===== src/rtl/sram_ctrl_pkg.sv =====
`timescale 1ns/1ps
package sram_ctrl_pkg;

   // Sequencer phases
   typedef enum logic [2:0] {
      SQ_IDLE   = 3'd0,
      SQ_READ   = 3'd1,
      SQ_WSETUP = 3'd2,
      SQ_WPULSE = 3'd3,
      SQ_WRECOV = 3'd4
   } sq_state_e;

   // Pin levels for one phase
   typedef struct packed {
      logic sel_n;
      logic sel;
      logic oe_n;
      logic we_n;
      logic drv;
   } pin_ctl_t;

   // Timing limits of the memory, per speed grade
   typedef enum int {
      TK_CYCLE,
      TK_WPULSE,
      TK_WDATA,
      TK_ACCESS,
      TK_OEACC,
      TK_RELEASE
   } tkind_e;

   function automatic int grade_ps(input int grade, input tkind_e kind);
      int g;
      g = (grade < 0) ? 0 : ((grade > 2) ? 2 : grade);
      case (kind)
         TK_CYCLE:   return (g == 0) ? 10000 : ((g == 1) ? 12000 : 15000);
         TK_WPULSE:  return (g == 0) ?  9000 : ((g == 1) ? 10000 : 12000);
         TK_WDATA:   return (g == 0) ?  5000 : ((g == 1) ?  6000 :  7000);
         TK_ACCESS:  return (g == 0) ? 10000 : ((g == 1) ? 12000 : 15000);
         TK_OEACC:   return (g == 0) ?  5000 : ((g == 1) ?  6000 :  8000);
         TK_RELEASE: return (g == 0) ?  5000 : ((g == 1) ?  6000 :  8000);
         default:    return 15000;
      endcase
   endfunction

   // Ceiling division, never below one cycle
   function automatic int ps_to_cycles(input int ps, input int period_ps);
      int c;
      c = (ps + period_ps - 1) / period_ps;
      return (c < 1) ? 1 : c;
   endfunction

   function automatic int imax(input int a, input int b);
      return (a > b) ? a : b;
   endfunction

   function automatic pin_ctl_t pins_for(input sq_state_e s);
      pin_ctl_t p;
      case (s)
         SQ_READ:   p = '{sel_n: 1'b0, sel: 1'b1, oe_n: 1'b0, we_n: 1'b1, drv: 1'b0};
         SQ_WSETUP: p = '{sel_n: 1'b0, sel: 1'b1, oe_n: 1'b1, we_n: 1'b1, drv: 1'b0};
         SQ_WPULSE: p = '{sel_n: 1'b0, sel: 1'b1, oe_n: 1'b1, we_n: 1'b0, drv: 1'b1};
         SQ_WRECOV: p = '{sel_n: 1'b0, sel: 1'b1, oe_n: 1'b1, we_n: 1'b1, drv: 1'b0};
         default:   p = '{sel_n: 1'b1, sel: 1'b0, oe_n: 1'b1, we_n: 1'b1, drv: 1'b0};
      endcase
      return p;
   endfunction

endpackage


===== src/rtl/sram_ctrl_seq.sv =====
`timescale 1ns/1ps
module sram_ctrl_seq
   import sram_ctrl_pkg::*;
#(
   parameter int RD_CYC    = 3,
   parameter int HZ_CYC    = 2,
   parameter int PULSE_CYC = 3,
   parameter int REC_CYC   = 1
)(
   input  logic      clk,
   input  logic      rst_n,
   input  logic      start,
   input  logic      start_wr,
   output sq_state_e state_q,
   output sq_state_e state_d,
   output logic      phase_last
);

   localparam int LONGEST = imax(imax(RD_CYC, HZ_CYC), imax(PULSE_CYC, REC_CYC));
   localparam int CNT_W   = (LONGEST < 2) ? 1 : $clog2(LONGEST);

   generate
      if (RD_CYC < 1 || HZ_CYC < 1 || PULSE_CYC < 1 || REC_CYC < 1) begin : g_bad_count
         $error("sram_ctrl_seq: every phase needs at least one cycle");
      end
   endgenerate

   logic [CNT_W-1:0] cnt_q;
   logic [CNT_W-1:0] cnt_d;

   function automatic logic [CNT_W-1:0] phase_end(input sq_state_e s);
      int len;
      case (s)
         SQ_READ:   len = RD_CYC;
         SQ_WSETUP: len = HZ_CYC;
         SQ_WPULSE: len = PULSE_CYC;
         SQ_WRECOV: len = REC_CYC;
         default:   len = 1;
      endcase
      return CNT_W'(len - 1);
   endfunction

   function automatic sq_state_e phase_next(input sq_state_e s);
      case (s)
         SQ_WSETUP: return SQ_WPULSE;
         SQ_WPULSE: return SQ_WRECOV;
         default:   return SQ_IDLE;
      endcase
   endfunction

   always_comb begin
      state_d    = state_q;
      cnt_d      = cnt_q;
      phase_last = (state_q != SQ_IDLE) && (cnt_q == phase_end(state_q));
      if (state_q == SQ_IDLE) begin
         cnt_d = '0;
         if (start) begin
            state_d = start_wr ? SQ_WSETUP : SQ_READ;
         end
      end else if (phase_last) begin
         cnt_d   = '0;
         state_d = phase_next(state_q);
      end else begin
         cnt_d = cnt_q + 1'b1;
      end
   end

   always_ff @(posedge clk or negedge rst_n) begin
      if (!rst_n) begin
         state_q <= SQ_IDLE;
         cnt_q   <= '0;
      end else begin
         state_q <= state_d;
         cnt_q   <= cnt_d;
      end
   end

endmodule


===== src/rtl/sram_ctrl_pins.sv =====
`timescale 1ns/1ps
module sram_ctrl_pins
   import sram_ctrl_pkg::*;
#(
   parameter int ADDR_W = 17,
   parameter int DATA_W = 8
)(
   input  logic              clk,
   input  logic              rst_n,
   input  sq_state_e         state_d,
   input  logic              accept,
   input  logic [ADDR_W-1:0] acc_addr,
   input  logic [DATA_W-1:0] acc_wdata,
   output logic              req_ready,
   output logic [ADDR_W-1:0] mem_addr,
   output logic              mem_sel_n,
   output logic              mem_sel,
   output logic              mem_oe_n,
   output logic              mem_we_n,
   output logic [DATA_W-1:0] mem_dq_o,
   output logic              mem_dq_drv
);

   pin_ctl_t ctl_d;
   assign ctl_d = pins_for(state_d);

   // Every memory pin comes straight from a flop
   always_ff @(posedge clk or negedge rst_n) begin
      if (!rst_n) begin
         mem_sel_n  <= 1'b1;
         mem_sel    <= 1'b0;
         mem_oe_n   <= 1'b1;
         mem_we_n   <= 1'b1;
         mem_dq_drv <= 1'b0;
         req_ready  <= 1'b1;
      end else begin
         mem_sel_n  <= ctl_d.sel_n;
         mem_sel    <= ctl_d.sel;
         mem_oe_n   <= ctl_d.oe_n;
         mem_we_n   <= ctl_d.we_n;
         mem_dq_drv <= ctl_d.drv;
         req_ready  <= (state_d == SQ_IDLE);
      end
   end

   always_ff @(posedge clk or negedge rst_n) begin
      if (!rst_n) begin
         mem_addr <= '0;
         mem_dq_o <= '0;
      end else if (accept) begin
         mem_addr <= acc_addr;
         mem_dq_o <= acc_wdata;
      end
   end

endmodule


===== src/rtl/sram_ctrl_capture.sv =====
`timescale 1ns/1ps
module sram_ctrl_capture #(
   parameter int DATA_W = 8
)(
   input  logic              clk,
   input  logic              rst_n,
   input  logic              rd_last,
   input  logic [DATA_W-1:0] mem_dq_i,
   output logic              rd_valid,
   output logic [DATA_W-1:0] rd_data
);

   always_ff @(posedge clk or negedge rst_n) begin
      if (!rst_n) begin
         rd_valid <= 1'b0;
         rd_data  <= '0;
      end else begin
         rd_valid <= rd_last;
         if (rd_last) begin
            rd_data <= mem_dq_i;
         end
      end
   end

endmodule


===== src/rtl/sram_async_ctrl.sv =====
`timescale 1ns/1ps
module sram_async_ctrl
   import sram_ctrl_pkg::*;
#(
   parameter int ADDR_W        = 17,
   parameter int DATA_W        = 8,
   parameter int CLK_PERIOD_PS = 4000,
   parameter int SPEED_GRADE   = 0
)(
   input  logic              clk,
   input  logic              rst_n,
   input  logic              req_valid,
   output logic              req_ready,
   input  logic              req_write,
   input  logic [ADDR_W-1:0] req_addr,
   input  logic [DATA_W-1:0] req_wdata,
   output logic              rd_valid,
   output logic [DATA_W-1:0] rd_data,
   output logic [ADDR_W-1:0] mem_addr,
   output logic              mem_sel_n,
   output logic              mem_sel,
   output logic              mem_oe_n,
   output logic              mem_we_n,
   output logic [DATA_W-1:0] mem_dq_o,
   output logic              mem_dq_drv,
   input  logic [DATA_W-1:0] mem_dq_i
);

   localparam int P         = CLK_PERIOD_PS;
   localparam int G         = SPEED_GRADE;
   localparam int RD_CYC    = imax(imax(ps_to_cycles(grade_ps(G, TK_ACCESS), P),
                                        ps_to_cycles(grade_ps(G, TK_CYCLE), P)),
                                   ps_to_cycles(grade_ps(G, TK_OEACC), P));
   localparam int HZ_CYC    = ps_to_cycles(grade_ps(G, TK_RELEASE), P);
   localparam int PULSE_CYC = imax(ps_to_cycles(grade_ps(G, TK_WPULSE), P),
                                   ps_to_cycles(grade_ps(G, TK_WDATA), P));
   localparam int WC_CYC    = ps_to_cycles(grade_ps(G, TK_CYCLE), P);
   localparam int REC_CYC   = imax(1, WC_CYC - PULSE_CYC);

   generate
      if (ADDR_W < 1 || DATA_W < 1) begin : g_bad_width
         $error("sram_async_ctrl: address and data widths must be positive");
      end
      if (SPEED_GRADE < 0 || SPEED_GRADE > 2) begin : g_bad_grade
         $error("sram_async_ctrl: speed grade must be 0, 1 or 2");
      end
      if (CLK_PERIOD_PS < 1) begin : g_bad_period
         $error("sram_async_ctrl: clock period must be positive");
      end
   endgenerate

   sq_state_e state_q;
   sq_state_e state_d;
   logic      phase_last;
   logic      accept;
   logic      rd_last;

   assign accept  = req_valid && req_ready;
   assign rd_last = (state_q == SQ_READ) && phase_last;

   sram_ctrl_seq #(
      .RD_CYC    (RD_CYC),
      .HZ_CYC    (HZ_CYC),
      .PULSE_CYC (PULSE_CYC),
      .REC_CYC   (REC_CYC)
   ) seq_i (
      .clk        (clk),
      .rst_n      (rst_n),
      .start      (accept),
      .start_wr   (req_write),
      .state_q    (state_q),
      .state_d    (state_d),
      .phase_last (phase_last)
   );

   sram_ctrl_pins #(
      .ADDR_W (ADDR_W),
      .DATA_W (DATA_W)
   ) pins_i (
      .clk        (clk),
      .rst_n      (rst_n),
      .state_d    (state_d),
      .accept     (accept),
      .acc_addr   (req_addr),
      .acc_wdata  (req_wdata),
      .req_ready  (req_ready),
      .mem_addr   (mem_addr),
      .mem_sel_n  (mem_sel_n),
      .mem_sel    (mem_sel),
      .mem_oe_n   (mem_oe_n),
      .mem_we_n   (mem_we_n),
      .mem_dq_o   (mem_dq_o),
      .mem_dq_drv (mem_dq_drv)
   );

   sram_ctrl_capture #(
      .DATA_W (DATA_W)
   ) cap_i (
      .clk      (clk),
      .rst_n    (rst_n),
      .rd_last  (rd_last),
      .mem_dq_i (mem_dq_i),
      .rd_valid (rd_valid),
      .rd_data  (rd_data)
   );

endmodule


===== config.mk =====
export PLATFORM = sky130hd
export DESIGN_NAME = sram_async_ctrl
export DESIGN_NICKNAME = d
export VERILOG_FILES = /design/src/rtl/sram_ctrl_pkg.sv /design/src/rtl/sram_ctrl_seq.sv /design/src/rtl/sram_ctrl_pins.sv /design/src/rtl/sram_ctrl_capture.sv /design/src/rtl/sram_async_ctrl.sv
export SDC_FILE = /design/constraint.sdc
export NUM_CORES = 1
export LEC_CHECK = 0
export ABC_AREA = 1
export BUFFER_PORTS_ARGS = -buffer_cell sky130_fd_sc_hd__buf_4
export CORE_ASPECT_RATIO = 0.7
export CORE_UTILIZATION = 42
export DETAILED_ROUTE_END_ITERATION = 8
export PLACE_DENSITY = 0.71
export SETUP_SLACK_MARGIN = 0.05
export SLEW_MARGIN = 20
export SYNTH_ARGS = -nofsm -noshare
export SYNTH_HDL_FRONTEND = slang
export SYNTH_SLANG_ARGS = --single-unit

===== constraint.sdc =====
create_clock -name clk -period 1.3 [get_ports clk]
set_input_delay 0 -clock clk [delete_from_list [all_inputs] [get_ports clk]]
set_output_delay 0 -clock clk [all_outputs]
set_load 0.05 [all_outputs]

# Yosys cells after proc, flatten, opt, wreduce, memory -nomap -nowiden

Index checks and enable logic that the tools add are counted.
Widths: inputs -> output; s select.

Add/sub/neg operators: 2
Eq/ne operators: 8
Mux-type cells: 9
Reduce and logical (&&, ||, !) cells: 8

Operators by type and width:

| kind                | count |
|---|---|
| $pmux 5 s3          | 1 |
| $eq 3x2->1 const B  | 4 |
| $mux 3              | 3 |
| $eq 3x1->1 const B  | 2 |
| $logic_not 3->1     | 2 |
| $mux 2              | 3 |
| $pmux 3 s2          | 1 |
| $pmux 2 s2          | 1 |
| $reduce_or 2->1     | 2 |
| $eq 3x3->1 const B  | 1 |
| $logic_and 1x1->1   | 3 |
| $reduce_bool 3->1   | 1 |
| $add 2x1->2 const B | 1 |
| $eq 2x2->1          | 1 |
| $sub 2x1->2 const B | 1 |

Register bits after elaboration: 45
Bits of input ports: 37
Word-level logic and storage cells: 39

# Depth between registers and ports, before layout

Depth after elaboration: 11
Gate-level depth with buffers: 12

# Hierarchy

Synthesis repeated with hierarchy kept, for this count alone.

Cells, all modules: 207
Area total of the unflattened synthesis: 1850.5 um2

Modules (own cells, without submodules):

| module            | instances | cells each | area an instance (um2) | sequential area each (um2) |
|---|---|---|---|---|
| sram_ctrl_pins    | 1         | 126        | 1183.6                 | 780.7 |
| sram_ctrl_capture | 1         | 35         | 330.3                  | 225.2 |
| sram_ctrl_seq     | 1         | 39         | 307.8                  | 125.1 |
| sram_async_ctrl   | 1         | 7          | 28.8                   | 0.0 |

# Worst setup path after synthesis

OpenSTA, ideal clock, no wires.

Path kind: reg2reg
From: register pins_i.req_ready
To: register pins_i.mem_sel
Setup time: 0.112 ns
Data arrival time: 1.508 ns
Data required time: 1.188 ns
Setup slack: -0.320 ns
Cell stages (with the launch flop): 11
Buffers on the path: 0
Period minus slack after synthesis: 1.620 ns
Cells stage by stage: dfstp_2 -> nand2_2 -> or2_1 -> nand2_1 -> nand2_1 -> inv_1 -> nand2_2 -> nand2_1 -> nand2_1 -> nand2_2 -> inv_2

RTL lines:

| item                     | line                 | RTL |
|---|---|---|
| start: declaration       | sram_ctrl_pins.sv:14 | `output logic req_ready,` |
| start signal: assignment | sram_ctrl_pins.sv:42 | `req_ready <= (state_d == SQ_IDLE);` |
| end signal: assignment   | sram_ctrl_pins.sv:38 | `mem_sel <= ctl_d.sel;` |
| end: declaration         | sram_ctrl_pins.sv:17 | `output logic mem_sel,` |

==> results.txt <==
- The flow ran to the end, but the final reports show violations.
* Violated checks: setup timing
- In the final timing run, aggregate negative setup slack is -1.93 ns.
- Routed vias/inst: 4.61
* Antenna violations before repair: 0
- The number of antenna diodes in the final layout is 0.
- Final hold analysis gives a worst-case slack of 0.197 ns.
- TritonCTS clock tree: done
- Of all nets on the critical path, the largest fanout is 6.
- Derived from the worst setup path, the maximum achievable clock frequency is 691 MHz.
* Number of synthesized flops with an enable pin: 0
- Yosys cell types: 21
* Post-Route Skew: 0.00901 ns
* Measured slew at the worst slew-check pin: approximately 0.55 ns
- The net count of the finished layout is about 320.
- Kind of cell with the highest combined delay on the critical path: simple AND/OR/NAND/NOR gates
- Detailed placer's ending HPWL: roughly 2700 um
- Clk_lat worst skew: 0.30 ns
* Most repeated cell in the gate-level netlist after synthesis: sky130_fd_sc_hd__dfrtp_1
* First-pass GRT wire length: a little under 7000 um
* Leading area contributor after synthesis: sky130_fd_sc_hd__dfrtp_1
* Area fraction of the dominant cell type after synthesis: 55.8%
* Headroom to the max-slew limit: 63.1%
* Number of storage elements in the synthesis netlist: 45
- Clock transition at path regs: roughly 0.080 ns
- Number of sinks handled by clock tree synthesis: 45
- # Max-Cap Violations: 0
- Endpoints failing hold: 0
- Crit-path max cell delay: 0.42 ns
- For this configuration, the core starts out at a cell density of between 40% and 50%.
- Critical Setup Path Class: flip-flop to flip-flop
- Clock tree buffer depth: 2
- For this block, the via count after detailed routing is approximately 1500.
* Routed wire length: 4560 um
* Final setup margin: -0.146 ns
- Die Span Y: between 50 and 60 um
* Cell seen most often among critical-path stages: sky130_fd_sc_hd__inv_2
* Via count of the first global-routing pass: 1517
* Sequential-to-total area share from yosys stat: 61.5%
* Buf/Inv on CP: 3
- Cell types occupying the most area after synthesis: sky130_fd_sc_hd__dfrtp_1 56%, sky130_fd_sc_hd__mux2_2 15%, sky130_fd_sc_hd__nand2_1 8.0%
- In the synthesized netlist the dominant register cell turns out to be sky130_fd_sc_hd__dfrtp_1.
- Cell count after synthesis: 153
- Count of yosys warnings during synthesis: 0
* Detailed Route Iter0 Violations: 33
* Post-route fraction of the period consumed by the critical path: 111%
* CTS Buf Count: 5
- Entering global routing, the biggest net connects 46 pins.
- R2R setup slack: -0.15 ns
- Top cell types by occurrence after synthesis: 41 x sky130_fd_sc_hd__dfrtp_1, 39 x sky130_fd_sc_hd__nand2_1, 25 x sky130_fd_sc_hd__mux2_2
- The total count of max-transition violations in the final report came to 0.
- The core region is 4070 um^2.
* Count of buffers inserted at the top-level ports: 76
- The floorplan step defined a die boundary enclosing 4650 um^2.
* Horizontal die dimension: 81.1 um
- After detailed routing, the average wire length per cell comes to 13.7 um.
- Setup repair after global routing could not meet its margin everywhere.
- H-tree lvl count: 2
- After filler insertion, the fill cell instance count of the layout stands at 249.
* Critical Path End Type: flip-flop
- Worst path required time: 1.54 ns
- Final Wtd Congestion: about 0.80
* Endpoint arrival time on the critical path: 1.69 ns
- Share of cells above drive strength 1: 60.5%
- In the synthesized netlist the async set-or-reset flop fraction comes to between 90% and 100%.
- Setup violations remaining at the end of the flow were counted as 17.
* Routed Antenna Nets: 0
- CTS placed an instance of sky130_fd_sc_hd__clkbuf_8 at the clock tree root.
- Global routing finished with a remaining overflow of 0.
* Syn avg cell area: 12.0 um^2
- The initialized floorplan defines 19 standard-cell rows.
- The smallest clock period supported by the final layout is computed as around 1.4 ns.
- In this run the worst hold path is classified as primary input to flip-flop.
- Ports: 77
- Global routing used 20.1% of the available tracks across all layers.
- Cell area after technology mapping: roughly 1800 um^2
* Startpoint Class: flip-flop
* Area growth, synth to finish: 69.1%
* Total nets after synthesis: 190
* DRC violation count after routing: 0
* Critical-path top delay cell: sky130_fd_sc_hd__dfrtp_1
* Cell Chain, Critical Path: inv_2, nand3_4, nand2_4, nand3_4, o21ai_4, inv_2, nor2_4, nand2_2, inv_2
- The first detailed-routing pass took 4 iterations.
- OpenSTA, run right after detailed placement, puts the worst setup slack at -0.115 ns.
[cells in the final DEF (no fill, tap or decap), types with 2 or more instances in the layout]
cell type                       count
sky130_fd_sc_hd__buf_6              2
sky130_fd_sc_hd__inv_1              7
sky130_fd_sc_hd__nand2_2           18
sky130_fd_sc_hd__dfstp_2            4
sky130_fd_sc_hd__mux2_2            25
sky130_fd_sc_hd__buf_4             85
sky130_fd_sc_hd__nor2_4             2
sky130_fd_sc_hd__dlygate4sd3_1     34
sky130_fd_sc_hd__clkinv_4           2
sky130_fd_sc_hd__dfrtp_2            2
sky130_fd_sc_hd__nor2_1             2
sky130_fd_sc_hd__nand2_1           26
sky130_fd_sc_hd__nand3_4            3
sky130_fd_sc_hd__nand2_4            6
sky130_fd_sc_hd__inv_2              6
sky130_fd_sc_hd__nand3_2            4
sky130_fd_sc_hd__dfrtp_1           39
sky130_fd_sc_hd__clkbuf_8           5
[final cells by class]
| class | instances | area, um^2 | share of cell area [%] |
|---|---|---|---|
| well taps | 52 | 65.1 | 2.09 |
| clock inverters | 2 | 35.0 | 1.13 |
| multi-input cells | 92 | 732 | 23.6 |
| repair buffers | 121 | 1000 | 32.2 |
| clock buffers | 5 | 68.8 | 2.21 |
| inverters | 15 | 63.8 | 2.05 |
| flip-flops and latches | 45 | 1130 | 36.5 |
| repair inverters | 1 | 8.76 | 0.282 |
[state kept, by name, indices dropped and copies added (netlist names), 2 cells and up]
name	count
seq_i.cnt_q	2
seq_i.state_q	3
pins_i.mem_dq_o	8
cap_i.rd_data	8
pins_i.mem_addr	17
[routing by layer]
metal,GRT usage (%),wire length [um],up-vias
met5,0,0,-
met4,6.38,55,0
met3,6.40,397,9
met2,33.7,2140,66
met1,24.8,1970,722
li1,-,-,738
[metrics by stage]
| step | util, % | area (um^2) | std cells |
|---|---|---|---|
| after floorplan | - | 1840 | 153 |
| after global placement | 62.0 | 2520 | 286 |
| after detailed placement | 62.0 | 2520 | 286 |
| after CTS | 73.9 | 3000 | 330 |
| after global routing | 76.5 | 3110 | 333 |
| final | 76.5 | 3110 | 333 |
[timing repair]
item | CTS | global route
endpoints found under the hold margin | 74 | 0
endpoints found under the setup margin | 42 | 19
gates cloned | 1 | 1
hold buffers | 34 | 0
resized for setup | 4 | 24
pin swaps | 5 | 14
buffers inserted | 2 | 2
[worst min-delay path: cells and delay by family]
kind / cells / cell delay, ns
simple gates: 6 / 0.37
buf+inv: 2 / 0.13
[final timing paths]
kind                                     endpoint              from  depth (start not counted)
worst max-delay path            pins_i.mem_dq_drv  seq_i.state_q[0]                          9
worst min-delay path             pins_i.req_ready         req_valid                          8
worst max register to register  pins_i.mem_dq_drv  seq_i.state_q[0]                          9
worst min register to register   cap_i.rd_data[3]  cap_i.rd_data[3]                          2
max in group asynchronous        seq_i.state_q[2]             rst_n                          2
min in group asynchronous          cap_i.rd_valid             rst_n                          2
[cells by family (layout without fill, tap and decap cells)]
logic type	Yosys count	count (layout)	share of synthesized area (%)
DFF	45	45	61.5
buffers and inverters	17	144	3.88
and+or+nand+nor	64	65	18.5
AOI/OAI and AO/OA	2	2	0.749
muxes	25	25	15.3
Power is not shown: default switching activity piles up to over one toggle a cycle in this logic, so the estimate is an artifact.
